[config.mk]
export PLATFORM = sky130hd
export DESIGN_NAME = qpsk_iad_demod
export DESIGN_NICKNAME = d
export VERILOG_FILES = /design/src/rtl/qpsk_iad_pkg.sv /design/src/rtl/symbol_timer.sv /design/src/rtl/iad_channel.sv /design/src/rtl/bit_serializer.sv /design/src/rtl/qpsk_iad_demod.sv
export SDC_FILE = /design/constraint.sdc
export NUM_CORES = 1
export LEC_CHECK = 0
export BUFFER_PORTS_ARGS = -buffer_cell sky130_fd_sc_hd__buf_2
export CORE_ASPECT_RATIO = 0.7
export CORE_MARGIN = 1.5
export CORE_UTILIZATION = 35
export CTS_CLUSTER_DIAMETER = 120
export DETAILED_ROUTE_END_ITERATION = 10
export MAX_ROUTING_LAYER = met4
export PLACE_DENSITY = 0.62
export SETUP_SLACK_MARGIN = 0.15
export SYNTH_ARGS = -nofsm -noshare
export SYNTH_HDL_FRONTEND = slang
export SYNTH_SLANG_ARGS = --single-unit
[constraint.sdc]
create_clock -name clk -period 3.6 [get_ports clk]
set_input_delay 0.18 -clock clk [delete_from_list [all_inputs] [get_ports clk]]
set_output_delay 0.18 -clock clk [all_outputs]
set_load 0.005 [all_outputs]
[src/rtl/qpsk_iad_pkg.sv]
package qpsk_iad_pkg;

   // Sum width: sample width plus growth over SPS terms plus one guard bit.
   function automatic int sum_width(input int smp_w, input int sps);
      return smp_w + $clog2(sps) + 1;
   endfunction

   typedef enum logic {
      PH_IDLE = 1'b0,
      PH_QUAD = 1'b1
   } ser_phase_e;

endpackage

[src/rtl/symbol_timer.sv]
module symbol_timer #(
   parameter int SPS = 8
) (
   input  logic clk,
   input  logic rst,
   input  logic smp_vld,
   output logic dump
);
   localparam int CNT_W = (SPS > 1) ? $clog2(SPS) : 1;
   localparam logic [CNT_W-1:0] LAST = CNT_W'(SPS - 1);
   localparam bit POW2 = (SPS == (1 << CNT_W));

   logic [CNT_W-1:0] cnt;

   assign dump = smp_vld && (cnt == LAST);

   generate
      if (POW2) begin : g_wrap
         // Natural wrap of the counter marks the boundary.
         always_ff @(posedge clk) begin
            if (rst)          cnt <= '0;
            else if (smp_vld) cnt <= cnt + 1'b1;
         end
      end else begin : g_cmp
         always_ff @(posedge clk) begin
            if (rst)          cnt <= '0;
            else if (smp_vld) cnt <= (cnt == LAST) ? '0 : cnt + 1'b1;
         end
      end
   endgenerate

   // Two boundaries can never be adjacent while SPS is at least 2.
   assert_dump_spacing_R2: assert property (@(posedge clk) disable iff (rst)
      dump |=> !dump);

   assert_cnt_range_R2: assert property (@(posedge clk) disable iff (rst)
      cnt <= LAST);

endmodule

[src/rtl/iad_channel.sv]
module iad_channel #(
   parameter int SW    = 8,
   parameter int SPS   = 8,
   parameter int ACC_W = 12
) (
   input  logic                 clk,
   input  logic                 rst,
   input  logic                 smp_vld,
   input  logic                 dump,
   input  logic signed [SW-1:0] smp,
   output logic                 dec_now,
   output logic                 dec_held
);
   localparam int ACC_HI = SPS * ((1 << (SW - 1)) - 1);
   localparam int ACC_LO = -SPS * (1 << (SW - 1));

   logic signed [ACC_W-1:0] acc;
   logic signed [ACC_W-1:0] smp_ext;
   logic signed [ACC_W-1:0] sum_next;

   assign smp_ext  = {{(ACC_W - SW){smp[SW-1]}}, smp};
   assign sum_next = acc + smp_ext;
   // Strictly positive decides 1; zero and negative decide 0.
   assign dec_now  = !sum_next[ACC_W-1] && (sum_next != '0);

   always_ff @(posedge clk) begin
      if (rst) begin
         acc      <= '0;
         dec_held <= 1'b0;
      end else if (smp_vld) begin
         if (dump) begin
            acc      <= '0;
            dec_held <= dec_now;
         end else begin
            acc <= sum_next;
         end
      end
   end

   always_ff @(posedge clk) begin
      if (!rst) begin
         assert_acc_range_R3: assert (int'(acc) <= ACC_HI && int'(acc) >= ACC_LO);
      end
   end

   assert_dump_clears_R5: assert property (@(posedge clk) disable iff (rst)
      dump |=> (acc == '0));

endmodule

[src/rtl/bit_serializer.sv]
module bit_serializer
   import qpsk_iad_pkg::*;
(
   input  logic clk,
   input  logic rst,
   input  logic load,
   input  logic first_bit,
   input  logic second_bit,
   output logic bit_out,
   output logic bit_vld
);
   ser_phase_e ph;

   always_ff @(posedge clk) begin
      if (rst) begin
         ph      <= PH_IDLE;
         bit_out <= 1'b0;
         bit_vld <= 1'b0;
      end else if (load) begin
         ph      <= PH_QUAD;
         bit_out <= first_bit;
         bit_vld <= 1'b1;
      end else if (ph == PH_QUAD) begin
         ph      <= PH_IDLE;
         bit_out <= second_bit;
         bit_vld <= 1'b1;
      end else begin
         bit_vld <= 1'b0;
      end
   end

   assert_first_bit_R6: assert property (@(posedge clk) disable iff (rst)
      load |=> bit_vld);

   assert_second_bit_R6: assert property (@(posedge clk) disable iff (rst)
      load |=> ##1 bit_vld);

   assert_strobe_pair_R7: assert property (@(posedge clk) disable iff (rst)
      $rose(bit_vld) |=> bit_vld);

endmodule

[src/rtl/qpsk_iad_demod.sv]
module qpsk_iad_demod
   import qpsk_iad_pkg::*;
#(
   parameter int SW  = 8,
   parameter int SPS = 8
) (
   input  logic                 clk,
   input  logic                 rst,
   input  logic                 smp_vld,
   input  logic signed [SW-1:0] i_prod,
   input  logic signed [SW-1:0] q_prod,
   output logic                 bit_out,
   output logic                 bit_vld
);
   localparam int ACC_W = sum_width(SW, SPS);
   localparam int NCH   = 2;

   generate
      if (SPS < 2) begin : g_bad_sps
         $error("SPS must be at least 2 so the two output bits fit in one symbol");
      end
      if (SW < 2) begin : g_bad_sw
         $error("SW must be at least 2");
      end
      if (ACC_W > 32) begin : g_bad_accw
         $error("sum width exceeds 32 bits");
      end
   endgenerate

   logic                 dump;
   logic signed [SW-1:0] ch_smp   [NCH];
   logic                 dec_now  [NCH];
   logic                 dec_held [NCH];

   assign ch_smp[0] = i_prod;
   assign ch_smp[1] = q_prod;

   symbol_timer #(.SPS(SPS)) u_timer (
      .clk     (clk),
      .rst     (rst),
      .smp_vld (smp_vld),
      .dump    (dump)
   );

   for (genvar ch = 0; ch < NCH; ch++) begin : g_ch
      iad_channel #(.SW(SW), .SPS(SPS), .ACC_W(ACC_W)) u_ch (
         .clk      (clk),
         .rst      (rst),
         .smp_vld  (smp_vld),
         .dump     (dump),
         .smp      (ch_smp[ch]),
         .dec_now  (dec_now[ch]),
         .dec_held (dec_held[ch])
      );
   end

   // In-phase decision leaves at the boundary; quadrature comes from its hold register.
   bit_serializer u_ser (
      .clk        (clk),
      .rst        (rst),
      .load       (dump),
      .first_bit  (dec_now[0]),
      .second_bit (dec_held[1]),
      .bit_out    (bit_out),
      .bit_vld    (bit_vld)
   );

endmodule

# After elaboration in Yosys (flattened, before gate mapping)
# Cells that the tools add are included.
# word_totals
regBits	31
out_inout_bits	2
in_bits	19
ramBits	0
word_cells	27
romBits	0
latch_bits	0
n_memories	0
# classes
n_reduce_logical	9
div	0
n_eq_ne	1
mul	0
shifts	0
n_addsub	3
magnitude_cmp	0
n_bitwise	0
mux	7
# op_table
operator	n
$add 12x8->12	2
$mux 12	2
$reduce_bool 12->1	2
$mux 1	5
$add 3x1->3 const B	1
$eq 3x3->1 const B	1
$logic_and 1x1->1	3
$logic_not 1->1	2
$reduce_and 2->1	1
$reduce_bool 2->1	1

# Logic depth before layout (Yosys ltp)
# Gate-level depths: netlist of run 1.
# logic_depth
depth_word	4
mapped_depth	9

# Cells and area by module
# Synthesis of run 1 repeated with hierarchy kept, for this count alone.
# hier_totals
hier_cells	270
area_unflattened_um2	2361.0
# modules_own_cells
module	instances	cells_per_inst	area_per_inst_um2	seq_area_each_um2
iad_channel	2	124	1062.3	260.2
symbol_timer	1	12	132.6	60.1
bit_serializer	1	10	103.8	60.1

# Worst setup path after synthesis of run 1
# Ideal clock, no wire load.
# synth_path
kind	register to register
from	register g_ch[0].u_ch.acc[0]
to	register u_ser.bit_out
arrival_ns	2.414
t_required_ns	3.470
setup_ns	0.130
n_path_buf	0
stages_incl_launch_ff	10
setup_slack_ns	1.056
path_cell_list	dfxtp_1 > ha_1 > fa_1 > a21o_2 > a311o_1 > nand2_1 > xnor2_1 > or4_1 > nor4_2 > a32oi_1
# synth_via
elab_chain_len	4
elab_cells_between_ends	5
# synth_lines
element	line	text
from (decl)	iad_channel.sv:17	logic signed [ACC_W-1:0] acc;
from (signal assigned)	iad_channel.sv:35	acc <= sum_next;
$add 12x8->12 (*)	iad_channel.sv:22	assign sum_next = acc + smp_ext;
$reduce_bool 12->1 or $logic_not 1->1 (tied branches)	iad_channel.sv:24	assign dec_now = !sum_next[ACC_W-1] && (sum_next != '0);
$logic_and 1x1->1 (*)	iad_channel.sv:24	
$mux 1 (*)	bit_serializer.sv:19	end else if (load) begin
to (signal assigned)	bit_serializer.sv:21	bit_out <= first_bit;
to (signal assigned)	bit_serializer.sv:25	bit_out <= second_bit;
to (decl)	bit_serializer.sv:9	output logic bit_out,
# Mark *: on every way between the ends. The rest lies on a longest branch, timed or not.
# A chain may end at the register's enable or synchronous reset.

# Final worst setup path of run 1
# Ends and elaborated chain as after synthesis.

==> flow_summary.toml, run 1 <==
[outcome]
status = "complete, no violations"

[clock_network]
clk_pin_slew_ns = 0.07
cts-htree-levels = 2
numClockSinks = 31
clk_latency_ns = 0.28
cts_setup_buffers = 0
hold_buffers = 0
cts_resized = 0
clock-root-buffer = "clkbuf_8"
tritoncts = "done"
numCtsBuffers = 5
ctsLongestPathBuffers = 2

[critical_path]
setup.worst_path.end_class = "register"
worst_r2r_path_depth = 9
path_buf_inv = 0
r2r_slack_ns = 0.94
reg2reg_to = "u_ser.bit_out"
required_ns = 3.76
critPathSlowestCell = "or4_1"
cpPeakStageDelay_ns = 0.54
critical_path_class = "register to register"
arrival_ns = 2.82
startpoint_type = "register"
crit_family = "simple AND/OR/NAND/NOR gates"
r2r_start = "g_ch[0].u_ch.acc[0]"
cp_cell_sequence = "ha_1, fa_1, a21o_2, a311o_1, nand2_1, xnor2_1, or4_1, nor4_2, a32oi_1"
crit_fanout = 3

[power_and_ir_drop]
power_density_nw_per_um2 = 467
p_sw_uw = 367
ir_drop_mv = 0.156
switching_share_pct = 32.2
seq_power_share_pct = 35.2
p_leak_nw = 1.06
p_int_uw = 773
power_mw = 1.14
pwr-share-clk_pct = 31.1
power_frac_comb_pct = 33.6

[global_route]
antenna_found_initial = 0
grt_use_total_pct = 16.3
busiest_layer = "met1"
use_met3_pct = 4.00
use_met1_pct = 25.2
grt_pass1_vias = 1662
grt_overflow = 0
grt.met2_usage_pct = 20.4
grt_pass1_wl_um = 7960
grt_start_max_net_pins = 34

[flow_run]
max-cap-violations = 0

[timing]
final-setup-viol-count = 0
hold_viol = 0
finalSetupTns_ns = 0
clock_skew_ns = 0.00367
slew_headroom_pct = 74.8
fin_crit_sh_pct = 73.8
period_needed_ns = 2.66
drv_slew = 0
fmax_mhz = 377
tightest_slew_ns = 0.368
rsz0062_at_grt = "false"

[yosys]
synth_top_area_cell = "dfxtp_1"
ys_ff_latch = 31
synthArstFlopShare_pct = 0
avgSynthCellArea_sq_um = 8.42
synth_top_area_share_pct = 29.0
synth_nets = 299
seq_area_frac_synth_pct = 29.0
syn_area_sq_um = 2140
synthCells = 254
ys_types = 48
yosysMostFrequentCell = "nor2_1"
synth_edf_count = 0
synth_common_cells = "40 x nor2_1, 31 x dfxtp_1, 24 x ha_1"
ys.flop_type = "dfxtp_1"
yosys_warnings = 0
synth.area.top_cells = "dfxtp_1 29%, ha_1 14%, nor2_1 7.0%"

[placed_design]
io_buffers = 20
hpwl_um = 3660
dp_cells = 344
gp_congestion = 0.803

[route]
drt_drc_violations_left = 0
ant_nets = 0
post_drt_wl_per_cell_um = 13.6
dr.pass1.iters = 5
drt-total-wl_um = 4790
dr_total_vias = 1899
drtIter0Drc = 133
viasPerCell = 5.39

[hold_path]
hold_path.startpoint = "smp_vld"
hold_path_depth = 3
hold_class = "primary input to register"
hold_path_end = "u_ser.ph"

[final_layout]
antennaDiodeCount = 0
n_fill_cell = 588
regArea_sq_um = 621
multiInputGateArea_sq_um = 1460
fin_nets = 321
final_core_util_pct = 42.0
fin_cells = 352
syn_to_final_growth_pct = 14.2
layout-drive-gt1-share_pct = 13.4

[die]
core.rowCount = 23
core_area_sq_um = 5810
die_y_um = 68.4
initial_core_util_pct = 36.8
die_area_sq_um = 6600
io_pins = 21
die_x_um = 96.5
-- final cells by class --
cell class / count / share of cell area, %
multi-input cells: 209 / 59.8
flip-flops and latches: 31 / 25.4
repair buffers: 24 / 5.33
well taps: 75 / 3.84
clock buffers: 6 / 3.38
clock inverters: 2 / 1.43
inverters: 5 / 0.768
-- layout by cell type (no fill, tap or decap), types with 7 or more instances in the layout --
| cell type | n |
|---|---|
| a21oi_1 | 18 |
| buf_2 | 20 |
| ha_1 | 24 |
| dfxtp_1 | 31 |
| xor2_1 | 7 |
| a22oi_1 | 14 |
| nand2_1 | 15 |
| nor2_1 | 40 |
| xnor2_1 | 12 |
| o21ai_0 | 8 |
-- how the worst max path moves through the flow --
stage	to	slack, ns	start	depth (start not counted)
detailed placement	u_ser.bit_out	0.95	g_ch[0].u_ch.acc[0]	9
finish	u_ser.bit_out	0.94	g_ch[0].u_ch.acc[0]	9
global route	u_ser.bit_out	0.75	u_timer.cnt[0]	8
CTS	u_ser.bit_out	0.92	u_timer.cnt[0]	8
floorplan	u_ser.bit_out	1.06	g_ch[0].u_ch.acc[0]	9
global placement	u_ser.bit_out	0.98	i_prod[0]	10
-- state kept, by name, summed over array words and instances, names as in the netlist --
name                count
u_timer.cnt             3
u_ser.bit_vld           1
g_ch.u_ch.acc          24
g_ch.u_ch.dec_held      1
u_ser.ph                1
u_ser.bit_out           1
-- layer usage --
layer  share of wire, %  vias up  routed length [um]
met5                  0        -                   0
met4               0.48        0                  23
met3                5.6        5                 270
met2                 37       49                1770
met1                 57      870                2720
li1                   -      975                   -
-- logic make-up after synthesis --
| kind of cell | Yosys count | synth area share (%) |
|---|---|---|
| DFF | 31 | 29.0 |
| muxes | 4 | 1.87 |
| and+or+nand+nor | 88 | 20.0 |
| AOI/OAI and AO/OA | 72 | 22.7 |
| adders and majority gates | 26 | 15.9 |
| buffers and inverters | 14 | 2.69 |
| xor gates and xnor gates | 19 | 7.78 |
-- per-stage QoR --
step	hold WS (ns)	instance area [sq um]	setup slack [ns]
after floorplan	0.260	2140	1.06
after global placement	0.463	2320	0.979
after detailed placement	0.465	2320	0.954
after CTS	0.265	2440	0.923
after global routing	0.293	2440	0.753
final	0.265	2440	0.945
-- worst register-to-register path, delay by kind of cell, from the launching register on --
kind | cells | cell delay, ns
DFF | 1 | 0.31
AOI/OAI and AO/OA | 3 | 0.71
adders and majority gates | 2 | 0.60
and+or+nand+nor | 3 | 0.83
xor gates and xnor gates | 1 | 0.08
-- power groups by stage --
stage,clock [mW],combinational (mW),sequential [mW]
3_3_place_gp,0,0.376,0.408
6_report,0.355,0.383,0.402
3_5_place_dp,0,0.378,0.410
5_1_grt,0.379,0.429,0.406
2_1_floorplan,0,0.298,0.404
4_1_cts,0.365,0.381,0.402
Note: power is estimated with default switching activity, not from simulation.
==> run 2, diff against run 1 <==
--- a/config.mk
+++ b/config.mk
@@ -5,6 +5,7 @@
 export SDC_FILE = /design/constraint.sdc
 export NUM_CORES = 1
 export LEC_CHECK = 0
+export ABC_AREA = 1
 export BUFFER_PORTS_ARGS = -buffer_cell sky130_fd_sc_hd__buf_2
 export CORE_ASPECT_RATIO = 0.7
 export CORE_MARGIN = 1.5
@@ -12,7 +13,7 @@
 export CTS_CLUSTER_DIAMETER = 120
 export DETAILED_ROUTE_END_ITERATION = 10
 export MAX_ROUTING_LAYER = met4
-export PLACE_DENSITY = 0.62
+export PLACE_DENSITY = 0.63
 export SETUP_SLACK_MARGIN = 0.15
 export SYNTH_ARGS = -nofsm -noshare
 export SYNTH_HDL_FRONTEND = slang
==> constraint.sdc (replaced) <==
create_clock -name clk -period 2.4 [get_ports clk]
set_input_delay 0.12 -clock clk [delete_from_list [all_inputs] [get_ports clk]]
set_output_delay 0.12 -clock clk [all_outputs]
set_load 0.005 [all_outputs]
==> flow_summary.toml, run 2 <==
[outcome]
status = "complete, no violations"

[yosys]
synth_nets = 425
synthArstFlopShare_pct = 0
syn_area_sq_um = 2460
synth_edf_count = 0
synth_top_area_share_pct = 25.2
ys_types = 34
yosys_warnings = 0
ys_ff_latch = 31
ys.flop_type = "dfxtp_1"
synth_common_cells = "126 x nand2_1, 36 x nor2_1, 35 x nand3_1"
avgSynthCellArea_sq_um = 6.47
synth.area.top_cells = "dfxtp_1 25%, nand2_1 19%, ha_1 12%"
yosysMostFrequentCell = "nand2_1"
synthCells = 380
seq_area_frac_synth_pct = 25.2
synth_top_area_cell = "dfxtp_1"

[global_route]
grt_overflow = 0
grt_start_max_net_pins = 30
antenna_found_initial = 0
grt_pass1_vias = 2149
grt_use_total_pct = 17.5
grt_pass1_wl_um = 10000

[final_layout]
final_common_cell = "nand2_1"
biggestRegsByFlops = "g_ch.u_ch.acc (24), u_timer.cnt (3)"
regMostFlops = "g_ch.u_ch.acc"
antennaDiodeCount = 0
largest_register_ffs = 24
n_fill_cell = 721
fin_nets = 447
fin_cells = 497
layout-drive-gt1-share_pct = 13.2
final_cell_mix = "126 x nand2_1, 36 x nor2_1, 35 x nand3_1, 33 x inv_1, 32 x a21oi_1"
syn_to_final_growth_pct = 12.0

[route]
dr_total_vias = 2406
viasPerCell = 4.84
drtIter0Drc = 159
drt_drc_violations_left = 0
post_drt_wl_per_cell_um = 11.9
dr.pass1.iters = 5
drt-total-wl_um = 5900
ant_nets = 0

[clock_network]
clk_pin_slew_ns = 0.07
numClockSinks = 31
numCtsBuffers = 5
ctsLongestPathBuffers = 2
tritoncts = "done"
cts_setup_buffers = 0
clk_latency_ns = 0.29
clock-root-buffer = "clkbuf_8"
cts-htree-levels = 2

[critical_path]
critical_path_class = "register to register"
worst_r2r_path_depth = 11
setup.worst_path.end_class = "register"
startpoint_type = "register"
arrival_ns = 2.26
crit_fanout = 3
required_ns = 2.55

[placed_design]
dp_slack_ns = 0.298
io_buffers = 20
hpwl_um = 4520
gp_congestion = 0.899
dp_cells = 489

[die]
core_area_sq_um = 6790
core.rowCount = 25
die_area_sq_um = 7550
die_x_um = 103
die_y_um = 73.1
io_pins = 21
initial_core_util_pct = 36.2

[power_and_ir_drop]
ir_drop_mv = 0.230
p_leak_nw = 1.39
power_density_nw_per_um2 = 585

[flow_run]
max-cap-violations = 0

[timing]
finalSetupTns_ns = 0
hold_viol = 0
clock_skew_ns = 0.00823
period_needed_ns = 2.10
rsz0062_at_grt = "false"
slew_headroom_pct = 60.3
finalWorstSetupSlack_ns = 0.296
final-setup-viol-count = 0
tightest_slew_ns = 0.595
drv_slew = 0
fin_crit_sh_pct = 87.7
fmax_mhz = 475

[hold_path]
hold_path_depth = 3
hold_class = "primary input to register"
==> run 2: changes by cell type in the layout (fill, tap and decap cells not counted), sizes merged, moves of 5 or more <==
cell    delta
nand2    +118
nand3     +33
inv       +32
a21oi     +19
a22oi     -14
xnor2      -7
a211oi     -6
or3        -5
==> run 2: where the power goes <==
group          switching, mW  internal [mW]  total [mW]
logic                  0.377          0.230       0.607
clock network          0.208          0.203       0.410
registers             0.0303          0.565       0.595
total                  0.614          0.997        1.61
==> run 2: worst paths after layout <==
kind | from | endpoint | slack (ns)
setup reg to reg | g_ch[1].u_ch.acc[0] | g_ch[1].u_ch.dec_held | 0.30
hold / removal | smp_vld | u_timer.cnt[0] | 0.15
hold reg to reg | g_ch[1].u_ch.acc[0] | g_ch[1].u_ch.acc[0] | 0.47
setup / recovery | g_ch[1].u_ch.acc[0] | g_ch[1].u_ch.dec_held | 0.30
==> run 2: metrics by stage <==
stage	utilization, %	hold slack, ns	cell area (sq um)	power (mW)
after global placement	39.2	0.441	2660	1.20
after CTS	40.5	0.143	2750	1.63
after global routing	40.6	0.177	2750	1.75
after floorplan	-	0.267	2460	1.07
after detailed placement	39.2	0.452	2660	1.20
final	40.6	0.155	2750	1.61
==> run 2: worst max-delay path: stages, from the launching register on <==
cell     delay (ns)
dfxtp_1        0.33
ha_2           0.22
fa_1           0.44
or2_2          0.31
nor2_1         0.11
nand3_1        0.10
nor2_1         0.13
nand2_1        0.06
nor2_1         0.09
nand2_1        0.06
nand3_1        0.06
a21oi_1        0.06
==> run 2: repair_timing <==
action,CTS,global route
gates resized for setup,0,2
hold buffers,0,0
setup endpoints to repair,0,2
==> run 2: cells by family after synthesis <==
logic type	count (synthesis)	share of synthesized area, %
DFF	31	25.2
AOI/OAI and AO/OA	49	11.8
adders and majority gates	26	13.8
and+or+nand+nor	222	39.3
buffers and inverters	43	6.66
xor gates and xnor gates	9	3.20
==> run 2: cell type report <==
| cell class | instances | area (sq um) | share of cell area, % |
|---|---|---|---|
| tap | 94 | 118 | 4.27 |
| multi-input combinational | 306 | 1680 | 61.0 |
| timing repair buffer | 22 | 115 | 4.18 |
| clock buffer | 6 | 72.6 | 2.64 |
| inverter | 36 | 135 | 4.91 |
| sequential | 31 | 621 | 22.5 |
| clock inverter | 2 | 12.5 | 0.454 |
==> run 2: layer usage <==
metal | vias up | wire length, um | GRT usage (%)
li1 | 1279 | - | -
met1 | 1062 | 3310 | 26.5
met2 | 59 | 2260 | 23.2
met3 | 6 | 288 | 4.21
met4 | 0 | 48 | 3.15
met5 | - | 0 | -
